==> src/rtl/rwb_pkg.sv <==
package rwb_pkg;
    typedef enum logic [1:0] {
        ST_RUN  = 2'd0,
        ST_WAIT = 2'd1,
        ST_DONE = 2'd2
    } rwb_state_e;
endpackage

==> src/rtl/rwb_field_split.sv <==
module rwb_field_split #(
    parameter int WORD_W = 32,
    parameter int IDX_W  = 3,
    localparam int BLK_W = WORD_W - 1 - IDX_W
) (
    input  logic [WORD_W-1:0] word,
    output logic              last,
    output logic [IDX_W-1:0]  idx,
    output logic [BLK_W-1:0]  pat
);
    assign last = word[WORD_W-1];
    assign idx  = word[WORD_W-2 -: IDX_W];
    assign pat  = word[BLK_W-1:0];
endmodule

==> src/rtl/rwb_word_ring.sv <==
module rwb_word_ring #(
    parameter int WORD_W = 32,
    parameter int DEPTH  = 8,
    localparam int PTR_W = (DEPTH > 1) ? $clog2(DEPTH) : 1,
    localparam int CNT_W = $clog2(DEPTH + 1)
) (
    input  logic              clk,
    input  logic              rst_n,
    input  logic              push,
    input  logic [WORD_W-1:0] push_word,
    input  logic              pop,
    output logic [WORD_W-1:0] pop_word,
    output logic              empty,
    output logic              ovf
);
    typedef struct packed {
        logic [PTR_W-1:0] wr;
        logic [PTR_W-1:0] rd;
        logic [CNT_W-1:0] cnt;
        logic             ovf;
    } ring_t;

    ring_t ring_d, ring_q;
    logic [WORD_W-1:0] mem_q [DEPTH];
    logic full, accept, take;

    function automatic logic [PTR_W-1:0] bump(input logic [PTR_W-1:0] p);
        return (p == PTR_W'(DEPTH - 1)) ? '0 : p + 1'b1;
    endfunction

    always_comb begin
        full   = (ring_q.cnt == CNT_W'(DEPTH));
        empty  = (ring_q.cnt == '0);
        take   = pop && !empty;
        accept = push && (!full || take);
        ring_d = ring_q;
        if (accept) ring_d.wr = bump(ring_q.wr);
        if (take)   ring_d.rd = bump(ring_q.rd);
        case ({accept, take})
            2'b10:   ring_d.cnt = ring_q.cnt + 1'b1;
            2'b01:   ring_d.cnt = ring_q.cnt - 1'b1;
            default: ring_d.cnt = ring_q.cnt;
        endcase
        if (push && !accept) ring_d.ovf = 1'b1;
    end

    assign pop_word = mem_q[ring_q.rd];
    assign ovf      = ring_q.ovf;

    always_ff @(posedge clk or negedge rst_n) begin
        if (!rst_n) ring_q <= '0;
        else        ring_q <= ring_d;
    end

    always_ff @(posedge clk) begin
        if (accept) mem_q[ring_q.wr] <= push_word;
    end
endmodule

==> src/rtl/rwb_block_store.sv <==
module rwb_block_store #(
    parameter int NUM_BLK = 8,
    parameter int BLK_W   = 28,
    localparam int IDX_W  = $clog2(NUM_BLK)
) (
    input  logic                     clk,
    input  logic                     rst_n,
    input  logic                     we,
    input  logic [IDX_W-1:0]         idx,
    input  logic [BLK_W-1:0]         pat,
    output logic [NUM_BLK*BLK_W-1:0] flat
);
    logic [BLK_W-1:0] blk_d [NUM_BLK];
    logic [BLK_W-1:0] blk_q [NUM_BLK];

    always_comb begin
        for (int i = 0; i < NUM_BLK; i++) begin
            blk_d[i] = (we && (int'(idx) == i)) ? pat : blk_q[i];
        end
    end

    always_ff @(posedge clk or negedge rst_n) begin
        if (!rst_n) begin
            for (int i = 0; i < NUM_BLK; i++) blk_q[i] <= '0;
        end else begin
            for (int i = 0; i < NUM_BLK; i++) blk_q[i] <= blk_d[i];
        end
    end

    for (genvar g = 0; g < NUM_BLK; g++) begin : g_flat
        assign flat[g*BLK_W +: BLK_W] = blk_q[g];
    end
endmodule

==> src/rtl/rw_vector_builder.sv <==
module rw_vector_builder #(
    parameter int WORD_W    = 32,
    parameter int NUM_BLK   = 8,
    parameter int BUF_DEPTH = 8,
    localparam int IDX_W    = $clog2(NUM_BLK),
    localparam int BLK_W    = WORD_W - 1 - IDX_W,
    localparam int VEC_W    = NUM_BLK * BLK_W
) (
    input  logic              clk,
    input  logic              rst_n,
    input  logic              wr_en,
    input  logic [WORD_W-1:0] wr_word,
    input  logic              end_test,
    output logic              vec_req,
    input  logic              vec_ack,
    output logic [VEC_W-1:0]  vec_data,
    output logic              overflow_err,
    output logic              done
);
    import rwb_pkg::*;

    typedef struct packed {
        rwb_state_e st;
        logic       end_seen;
    } ctl_t;

    ctl_t ctl_d, ctl_q;

    logic [WORD_W-1:0] head_word;
    logic              buf_empty;
    logic              pop;
    logic              w_last;
    logic [IDX_W-1:0]  w_idx;
    logic [BLK_W-1:0]  w_pat;

    rwb_word_ring #(.WORD_W(WORD_W), .DEPTH(BUF_DEPTH)) u_ring (
        .clk       (clk),
        .rst_n     (rst_n),
        .push      (wr_en),
        .push_word (wr_word),
        .pop       (pop),
        .pop_word  (head_word),
        .empty     (buf_empty),
        .ovf       (overflow_err)
    );

    rwb_field_split #(.WORD_W(WORD_W), .IDX_W(IDX_W)) u_split (
        .word (head_word),
        .last (w_last),
        .idx  (w_idx),
        .pat  (w_pat)
    );

    rwb_block_store #(.NUM_BLK(NUM_BLK), .BLK_W(BLK_W)) u_store (
        .clk   (clk),
        .rst_n (rst_n),
        .we    (pop),
        .idx   (w_idx),
        .pat   (w_pat),
        .flat  (vec_data)
    );

    always_comb begin
        ctl_d          = ctl_q;
        ctl_d.end_seen = ctl_q.end_seen | end_test;
        pop            = 1'b0;
        case (ctl_q.st)
            ST_RUN: begin
                if (!buf_empty) begin
                    pop = 1'b1;
                    if (w_last) ctl_d.st = ST_WAIT;
                end else if (ctl_q.end_seen) begin
                    ctl_d.st = ST_DONE;
                end
            end
            ST_WAIT: begin
                if (vec_ack) ctl_d.st = ST_RUN;
            end
            default: ctl_d.st = ST_DONE;
        endcase
    end

    assign vec_req = (ctl_q.st == ST_WAIT);
    assign done    = (ctl_q.st == ST_DONE);

    always_ff @(posedge clk or negedge rst_n) begin
        if (!rst_n) ctl_q <= '{st: ST_RUN, end_seen: 1'b0};
        else        ctl_q <= ctl_d;
    end
endmodule

==> config.mk <==
export PLATFORM = sky130hd
export DESIGN_NAME = rw_vector_builder
export DESIGN_NICKNAME = d
export VERILOG_FILES = /design/src/rtl/rwb_pkg.sv /design/src/rtl/rwb_field_split.sv /design/src/rtl/rwb_word_ring.sv /design/src/rtl/rwb_block_store.sv /design/src/rtl/rw_vector_builder.sv
export SDC_FILE = /design/constraint.sdc
export NUM_CORES = 1
export LEC_CHECK = 0
export ABC_AREA = 0
export CAP_MARGIN = 20
export CORE_MARGIN = 2
export CORE_UTILIZATION = 40
export CTS_CLUSTER_DIAMETER = 100
export CTS_CLUSTER_SIZE = 24
export DETAILED_ROUTE_END_ITERATION = 7
export GPL_TIMING_DRIVEN = 0
export PLACE_DENSITY = 0.6
export SLEW_MARGIN = 25
export SYNTH_ARGS = -nofsm -noshare
export SYNTH_HDL_FRONTEND = slang
export SYNTH_SLANG_ARGS = --single-unit
==> constraint.sdc <==
create_clock -name clk -period 4.9 [get_ports clk]
set_clock_uncertainty 0.1 [all_clocks]
set_input_delay 0.49 -clock clk [delete_from_list [all_inputs] [get_ports clk]]
set_output_delay 0.49 -clock clk [all_outputs]
set_load 0.1 [all_outputs]
# Word level (Yosys, flattened, before mapping)
# Memory sizes are Yosys's and may differ from the RTL's.
# Cells that the tools add are included.
# op_classes
add_sub_neg,4
n_mul,0
div,0
n_lt_le_gt_ge,0
n_eq_ne,17
shifts,0
muxes,12
n_bitwise,1
n_reduce_logical,20
# op_table
cell,count
$eq 3x3->1 const B,6
$logic_and 1x1->1,11
$mux 2,4
$pmux 4 s2,1
$add 3x1->3 const B,2
$eq 3x2->1 const B,2
$mux 3,2
$ne 3x3->1 const B,2
$add 4x1->4 const B,1
$eq 2x1->1 const B,2
$eq 2x2->1 const B,2
$eq 4x4->1 const B,1
$logic_not 4->1,1
$mux 1,4
$pmux 2 s2,1
$sub 4x1->4 const B,1
$eq 3x1->1 const B,1
$logic_not 1->1,3
$logic_not 3->1,1
$reduce_and 3->1,1
$logic_not 2->1,1
$ne 2x1->1 const B,1
$reduce_bool 2->1,1
$logic_or 1x1->1,1
$or 1x1->1,1
# word_totals
ff_bits,238
latch_bits,0
ramBits,256
romBits,0
in_bits,37
out_inout_bits,227
elab_cells,69
n_memories,1
# memory_table
name,depth,word_bits,read_ports,rd_clocked_by_memory_dff,wr,line,text
u_ring.mem_q,8,32,1,0,1,rwb_word_ring.sv:24,logic [WORD_W-1:0] mem_q [DEPTH];

# Logic depth before layout (Yosys ltp)
# Gate-level depths: netlist of the first run.
# depth
ltp_word,8
mapped_depth,12
mapped_depth_nobuf,10

# Hierarchy
# Synthesis of the first run repeated with hierarchy kept, for this count alone.
# unflattened
hier_cells,965
area_unflattened_um2,19453.7
# by_module_without_submodules
module,n_inst,cells_per_inst,area_per_inst_um2,seq_area_each_um2
rwb_word_ring,1,442,10348.7,7962.6
rwb_block_store,1,479,8733.4,5605.4
rwb_field_split,1,32,240.2,0.0
rw_vector_builder,1,12,131.4,75.1

# Worst setup path after synthesis of the first run
# OpenSTA, ideal clock, no wires.
# synth_path
kind,register to register
startpoint,register ctl_q[2] in the netlist's numbering
endpoint,memory u_ring.mem_q[0][0] (enable)
setup_ns,0.461
t_arrival_ns,3.396
required_ns,4.339
slack_ns,0.943
path_stages_with_launch,6
n_path_buf,0
synth_period_minus_slack_ns,3.957
cell_sequence,dfrtp_1 -> o21ai_0 -> nor4_1 -> nand2b_1 -> or2_2 -> nor3_1
# synth_via
elab_chain_len,7
# synth_lines
element,line,text
start: declaration,rw_vector_builder.sv:27,"ctl_t ctl_d, ctl_q;"
start signal: assignment,rw_vector_builder.sv:87,"if (!rst_n) ctl_q <= '{st: ST_RUN, end_seen: 1'b0};"
start signal: assignment,rw_vector_builder.sv:88,else ctl_q <= ctl_d;
$logic_not 2->1,rw_vector_builder.sv:67,case (ctl_q.st)
$mux 1,rw_vector_builder.sv:67,
$logic_and 1x1->1,rwb_word_ring.sv:34,take = pop && !empty;
$logic_or 1x1->1,rwb_word_ring.sv:35,accept = push && (!full || take);
$logic_and 1x1->1,rwb_word_ring.sv:35,
$mux 1,rwb_word_ring.sv:56,if (accept) mem_q[ring_q.wr] <= push_word;
$mux 1 (not written as such),rwb_word_ring.sv:56,
end: declaration,rwb_word_ring.sv:24,
# No other way between the ends.

# Final worst setup path of the first run
# layout_path
startpoint,register u_ring.ring_q[7] in the netlist's numbering
endpoint,register u_store.blk_q (netlist bit u_store.flat[135])
# layout_via
elab_chain_len,3
# layout_lines
element,line,text
start: declaration,rwb_word_ring.sv:23,"ring_t ring_d, ring_q;"
start signal: assignment,rwb_word_ring.sv:52,else ring_q <= ring_d;
$mem_v2 8x32 *,n/a,
$eq 3x3->1,rwb_block_store.sv:18,blk_d[i] = (we && (int'(idx) == i)) ? pat : blk_q[i];
$logic_and 1x1->1,rwb_block_store.sv:18,
end: declaration,rwb_block_store.sv:14,logic [BLK_W-1:0] blk_q [NUM_BLK];
# Every way passes the cells marked *; elsewhere a longest branch is shown, timed or not.
# A chain may end at the register's enable or synchronous reset.

==> metrics.txt, run 1 <==
Hold WS=0.247 ns; biggest area consumer among synthesized cells=edfxtp_1; IO Port Bufs=between 200 and 300; Final Cell Area=23500 um^2; root buffer cell=clkbuf_16; Max Clk Rate=318 MHz; detailed router's first-iteration violation count=690; count of cell types in the netlist=46; WL final=44200 um; grt total ovfl=0; nets@finish=about 1300; outcome=complete, no violations; CTS tree=built; Setup Fix Bufs, Post-CTS=0; max-slew violations=0; worst-skew pair later-pin latency=between 0.5 and 0.6 ns; Seq/Total Area, Yosys=a little under three quarters; CP required=5.25 ns; leading cell types in the layout, fill and taps excluded=262 x clkdlybuf4s50_1, 256 x edfxtp_1, 238 x dfrtp_1, 204 x mux2_2, 62 x mux4_2; Tot GR Track Use=18.0%; yosys warns=0; Avg WL per Cell=23.7 um; Cells after Synth=936; clock sinks=494; synthesized net count=980; vias in the first global route=9885; Detail Placement HPWL=between 30000 and 40000 um; DRC Markers=0; Clk pin slew, worst setup/hold paths=0.10 ns; htree depth=1; First-pass DRT Iterations=4; FF+latch count, synth=494; slew at the pin with the worst max-slew slack=between 1 and 1.5 ns; crit end category=flop; RSZ-0062 raised after global routing=false; worst reg2reg startpoint=u_ring.ring_q[7]; row count=79; Worst slew margin=30.4%; routability congestion estimate=0.701; average cell area after synthesis=20.3 um^2; clk buf depth=3; chip height=222 um; leading cell type in the layout, fill and taps excluded=clkdlybuf4s50_1; share of the synthesized area in the top cell type=40.4%; Initial Util=roughly two fifths; Worst setup startpoint=u_ring.ring_q[7]; Final setup viols=0; CTS Buf Count=24; startpoint type of the worst setup path=flop; layout cells sized above 1=32.3%; HP Class=in -> async; Final Cycle Share=roughly 64%; Final ANT Viol Nets=0; max_cap viols=0; I/O pin cnt=264; top post-synthesis cells by area=edfxtp_1 40%, dfrtp_1 31%, mux2_2 12%, mux4_2 7.3%, mux2_4 3.2%; Area after DPL=22800 um^2; # diodes=0; arrival time of the worst setup path=approximately 3.5 ns; endpoints failing hold=0; Setup CP Type=reg -> reg; post-cts sizing count=0; die width=around 220 um; routed vias/inst=5.11; Final min period=about 3.1 ns; CP Max Fanout=10; first-pass GRT wire length=66500 um; via count=roughly 9500; largest net degree at the start of global routing=a little under 80; DIE AREA=roughly 50000 um^2; Area growth syn-to-layout=23.5%; initial antenna violation count=3; Sum Neg Setup Slack=0 ns; Core Box Area=46800 um^2; Finished Core Util=50.2%; Mapped Area=19000 um^2
-- worst max-delay path, stage by stage, from the launching register on --
cell	delay (ns)
dfrtp_1	0.42
clkbuf_1	0.43
mux4_2	0.41
mux2i_4	0.35
nand2_1	0.15
nor2_4	0.54
buf_6	0.26
mux2_2	0.35
-- synthesized netlist by cell type (all sizes together) --
cell,number
a21o,2
a21oi,1
a22oi,1
a31o,1
a31oi,1
buf,30
clkbuf,9
dfrtp,238
edfxtp,256
ha,7
inv,4
mux2,255
mux2i,7
mux4,62
nand2,13
nand2b,5
nand3,2
nand3b,2
nand4,1
nor2,11
nor2b,4
nor3,4
nor3b,2
nor4,2
o211ai,1
o21ai,4
o22ai,1
o31ai,1
o32ai,1
or2,2
or3,1
xnor2,2
xor2,3
-- per-layer routing --
metal | vias up | GRT usage [%] | routed length (um)
li1 | 4208 | - | -
met1 | 5111 | 25.3 | 20100
met2 | 176 | 29.9 | 21700
met3 | 40 | 2.64 | 1690
met4 | 6 | 3.75 | 695
met5 | - | 0 | 46
-- what timing repair did --
item                                   in CTS  in global routing
hold buffers                                1                  0
setup endpoints to repair                   0                  0
endpoints found under the hold margin      65                  0
-- cell type report --
| class | count | area (um^2) |
|---|---|---|
| plain buffers | 39 | 278 |
| clock buffers | 39 | 657 |
| clock inverters | 3 | 30.0 |
| fillers | 3868 | 23300 |
| inverters | 4 | 15.0 |
| multi-input cells | 399 | 5120 |
| flip-flops and latches | 494 | 13600 |
| well taps | 607 | 759 |
| repair buffers | 283 | 2960 |
-- state kept, by name, indices dropped and copies added (netlist names) --
signal	count
u_ring.ovf	1
u_store.flat	224
ctl_q	3
u_ring.ring_q	10
u_ring.mem_q	256
-- path summary, 6_finish.rpt --
kind | endpoint | slack [ns] | depth (start not counted)
setup / recovery | u_store.flat[135] | 1.76 | 7
hold / removal | u_store.flat[179] | 0.25 | 2
setup reg to reg | u_store.flat[135] | 1.76 | 7
hold reg to reg | u_ring.ovf | 0.37 | 1
max in group asynchronous | u_store.flat[25] | 3.39 | 4
min in group clk | u_ring.ovf | 0.37 | 1
-- per-stage QoR --
step                setup WS [ns]  cells
finish                       1.76   1868
global route                 1.65   1868
CTS                          1.73   1868
detailed placement           1.76   1825
global placement            -7.39   1806
floorplan                   0.943    936
-- cells by family after synthesis --
kind of cell | Yosys count | share of synthesized area [%]
flops | 494 | 71.8
mux | 324 | 23.7
simple gates | 49 | 1.65
buf+inv | 43 | 1.54
compound gates | 14 | 0.593
fa+ha+maj | 7 | 0.461
xor+xnor | 5 | 0.230
Power of run 1 is not shown: default switching activity piles up to over one toggle a cycle in this logic, so the estimate is an artifact.
==> inputs of run 2 (changes only) <==
- clock period: 4.9 -> 2.95 ns (I/O delays scaled with it)
==> metrics.txt, run 2 (synthesis gave the netlist of run 1 again) <==
outcome=complete, no violations (unchanged); routability congestion estimate=0.763 (was 0.701); buffers and inverters on the worst path=2 (unchanged); Final setup viols=0 (unchanged); Initial Util=40.7% (unchanged); Core Box Area=46800 um^2 (unchanged); crit end category=flop (unchanged); Setup CP Type=reg -> reg (unchanged); max FFs per register=256 (unchanged); vias in the first global route=9754 (was 9885); Area growth syn-to-layout=24.3% (was 23.5%); first-pass GRT wire length=64700 um (was 66500 um); routed vias/inst=5.13 (was 5.11); CP Max Fanout=10 (unchanged); Max Clk Rate=355 MHz (was 318 MHz); chip height=222 um (unchanged); HP Class=in -> reg (was in -> async); largest net degree at the start of global routing=88 (was 79); RSZ-0062 raised after global routing=false (unchanged); clock sinks=494 (unchanged); Finished Core Util=50.5% (was 50.2%); CP max stage delay=0.52 ns (was 0.54 ns); row count=79 (unchanged); DRC Markers=0 (unchanged); Worst slew margin=26.9% (was 30.4%); Tot GR Track Use=17.4% (was 18.0%); IO Port Bufs=263 (unchanged); slew at the pin with the worst max-slew slack=1.09 ns (was 1.04 ns); Largest Register=u_ring.mem_q (unchanged); startpoint type of the worst setup path=flop (unchanged); max_cap viols=0 (unchanged); nets@finish=1296 (was 1289); Clk pin slew, worst setup/hold paths=0.09 ns (was 0.10 ns); clk buf depth=3 (unchanged); CP required=3.31 ns (was 5.25 ns); endpoints failing hold=0 (unchanged); leading cell types in the layout, fill and taps excluded=262 x clkdlybuf4s50_1, 256 x edfxtp_1, 238 x dfrtp_1, 204 x mux2_2, 62 x mux4_2 (unchanged); crit path cell chain=buf_6 > mux4_2 > mux2i_4 > nand2_1 > nor2_4 > buf_6 > mux2_2 (was clkbuf_1 > mux4_2 > mux2i_4 > nand2_1 > nor2_4 > buf_6 > mux2_2); arrival time of the worst setup path=3.17 ns (was 3.49 ns); root buffer cell=clkbuf_16 (unchanged); grt total ovfl=0 (unchanged); CP delay by family, top=multiplexers (unchanged); WL final=43000 um (was 44200 um); CTS Buf Count=24 (unchanged); Avg WL per Cell=23.0 um (was 23.7 um); DIE AREA=49300 um^2 (unchanged); I/O pin cnt=264 (unchanged); Detail Placement HPWL=30400 um (was 30200 um); htree depth=1 (unchanged); die width=222 um (unchanged); First-pass DRT Iterations=5 (was 4); worst-skew pair later-pin latency=0.57 ns (was 0.58 ns); initial antenna violation count=3 (unchanged); max-slew violations=0 (unchanged); CP max stage cell=mux4_2 (was nor2_4); Final Cycle Share=95.4% (was 64.1%); Final ANT Viol Nets=0 (unchanged); leading cell type in the layout, fill and taps excluded=clkdlybuf4s50_1 (unchanged); via count=9601 (was 9541); Final min period=2.81 ns (was 3.14 ns); critical path's most frequent cell=buf_6; layout cells sized above 1=33.1% (was 32.3%); detailed router's first-iteration violation count=653 (was 690); CTS tree=built (unchanged)
==> run 2: final timing paths <==
path | startpoint | endpoint | slack, ns | cells past startpoint
worst max-delay path | u_ring.ring_q[5] | u_store.flat[122] | 0.14 | 7
worst min-delay path | vec_ack | ctl_q[1] | 0.20 | 2
worst max register to register | u_ring.ring_q[5] | u_store.flat[122] | 0.14 | 7
worst min register to register | u_ring.ovf | u_ring.ovf | 0.37 | 1
max in group asynchronous | rst_n | u_store.flat[204] | 1.26 | 4
min in group asynchronous | rst_n | u_ring.ring_q[7] | 0.21 | 2
==> run 2: routing by layer <==
| layer | up-vias | GRT usage, % | wire length (um) |
|---|---|---|---|
| li1 | 4221 | - | - |
| met1 | 5149 | 23.6 | 18900 |
| met2 | 190 | 29.7 | 21800 |
| met3 | 37 | 2.94 | 1750 |
| met4 | 4 | 3.47 | 612 |
| met5 | - | 0 | 22 |
==> run 2: cell type report <==
cell class | instances | area [um^2]
inverter | 4 | 18.8
multi-input combinational | 399 | 5150
antenna | 1 | 2.50
sequential | 494 | 13600
fill | 3839 | 23100
clock buffer | 37 | 671
clock inverter | 1 | 11.3
buffer | 38 | 278
tap | 607 | 759
timing repair buffer | 291 | 3090
==> run 2: per-stage QoR <==
stage | cells | area, um^2 | setup TNS [ns] | hold WS (ns) | worst slack (ns)
after floorplan | 936 | 19000 | -13.38 | -0.101 | -0.131
after global placement | 1806 | 22400 | -2488.68 | 0.343 | -8.94
after detailed placement | 1822 | 22800 | -3.32 | 0.237 | -0.109
after CTS | 1864 | 23500 | 0 | 0.167 | 0.00545
after global routing | 1871 | 23600 | 0 | 0.181 | 0.0166
final | 1872 | 23600 | 0 | 0.197 | 0.137
==> run 2: what timing repair did <==
| action | 4_1_cts | 5_1_grt |
|---|---|---|
| buffers inserted | 4 | 7 |
| resized for setup | 1 | 4 |
| hold endpoints to repair | 86 | 0 |
| setup endpoints to repair | 82 | 42 |
| hold buffers | 1 | 0 |
| pin swaps | 1 | 0 |
Power of run 2 is left out for the same reason.
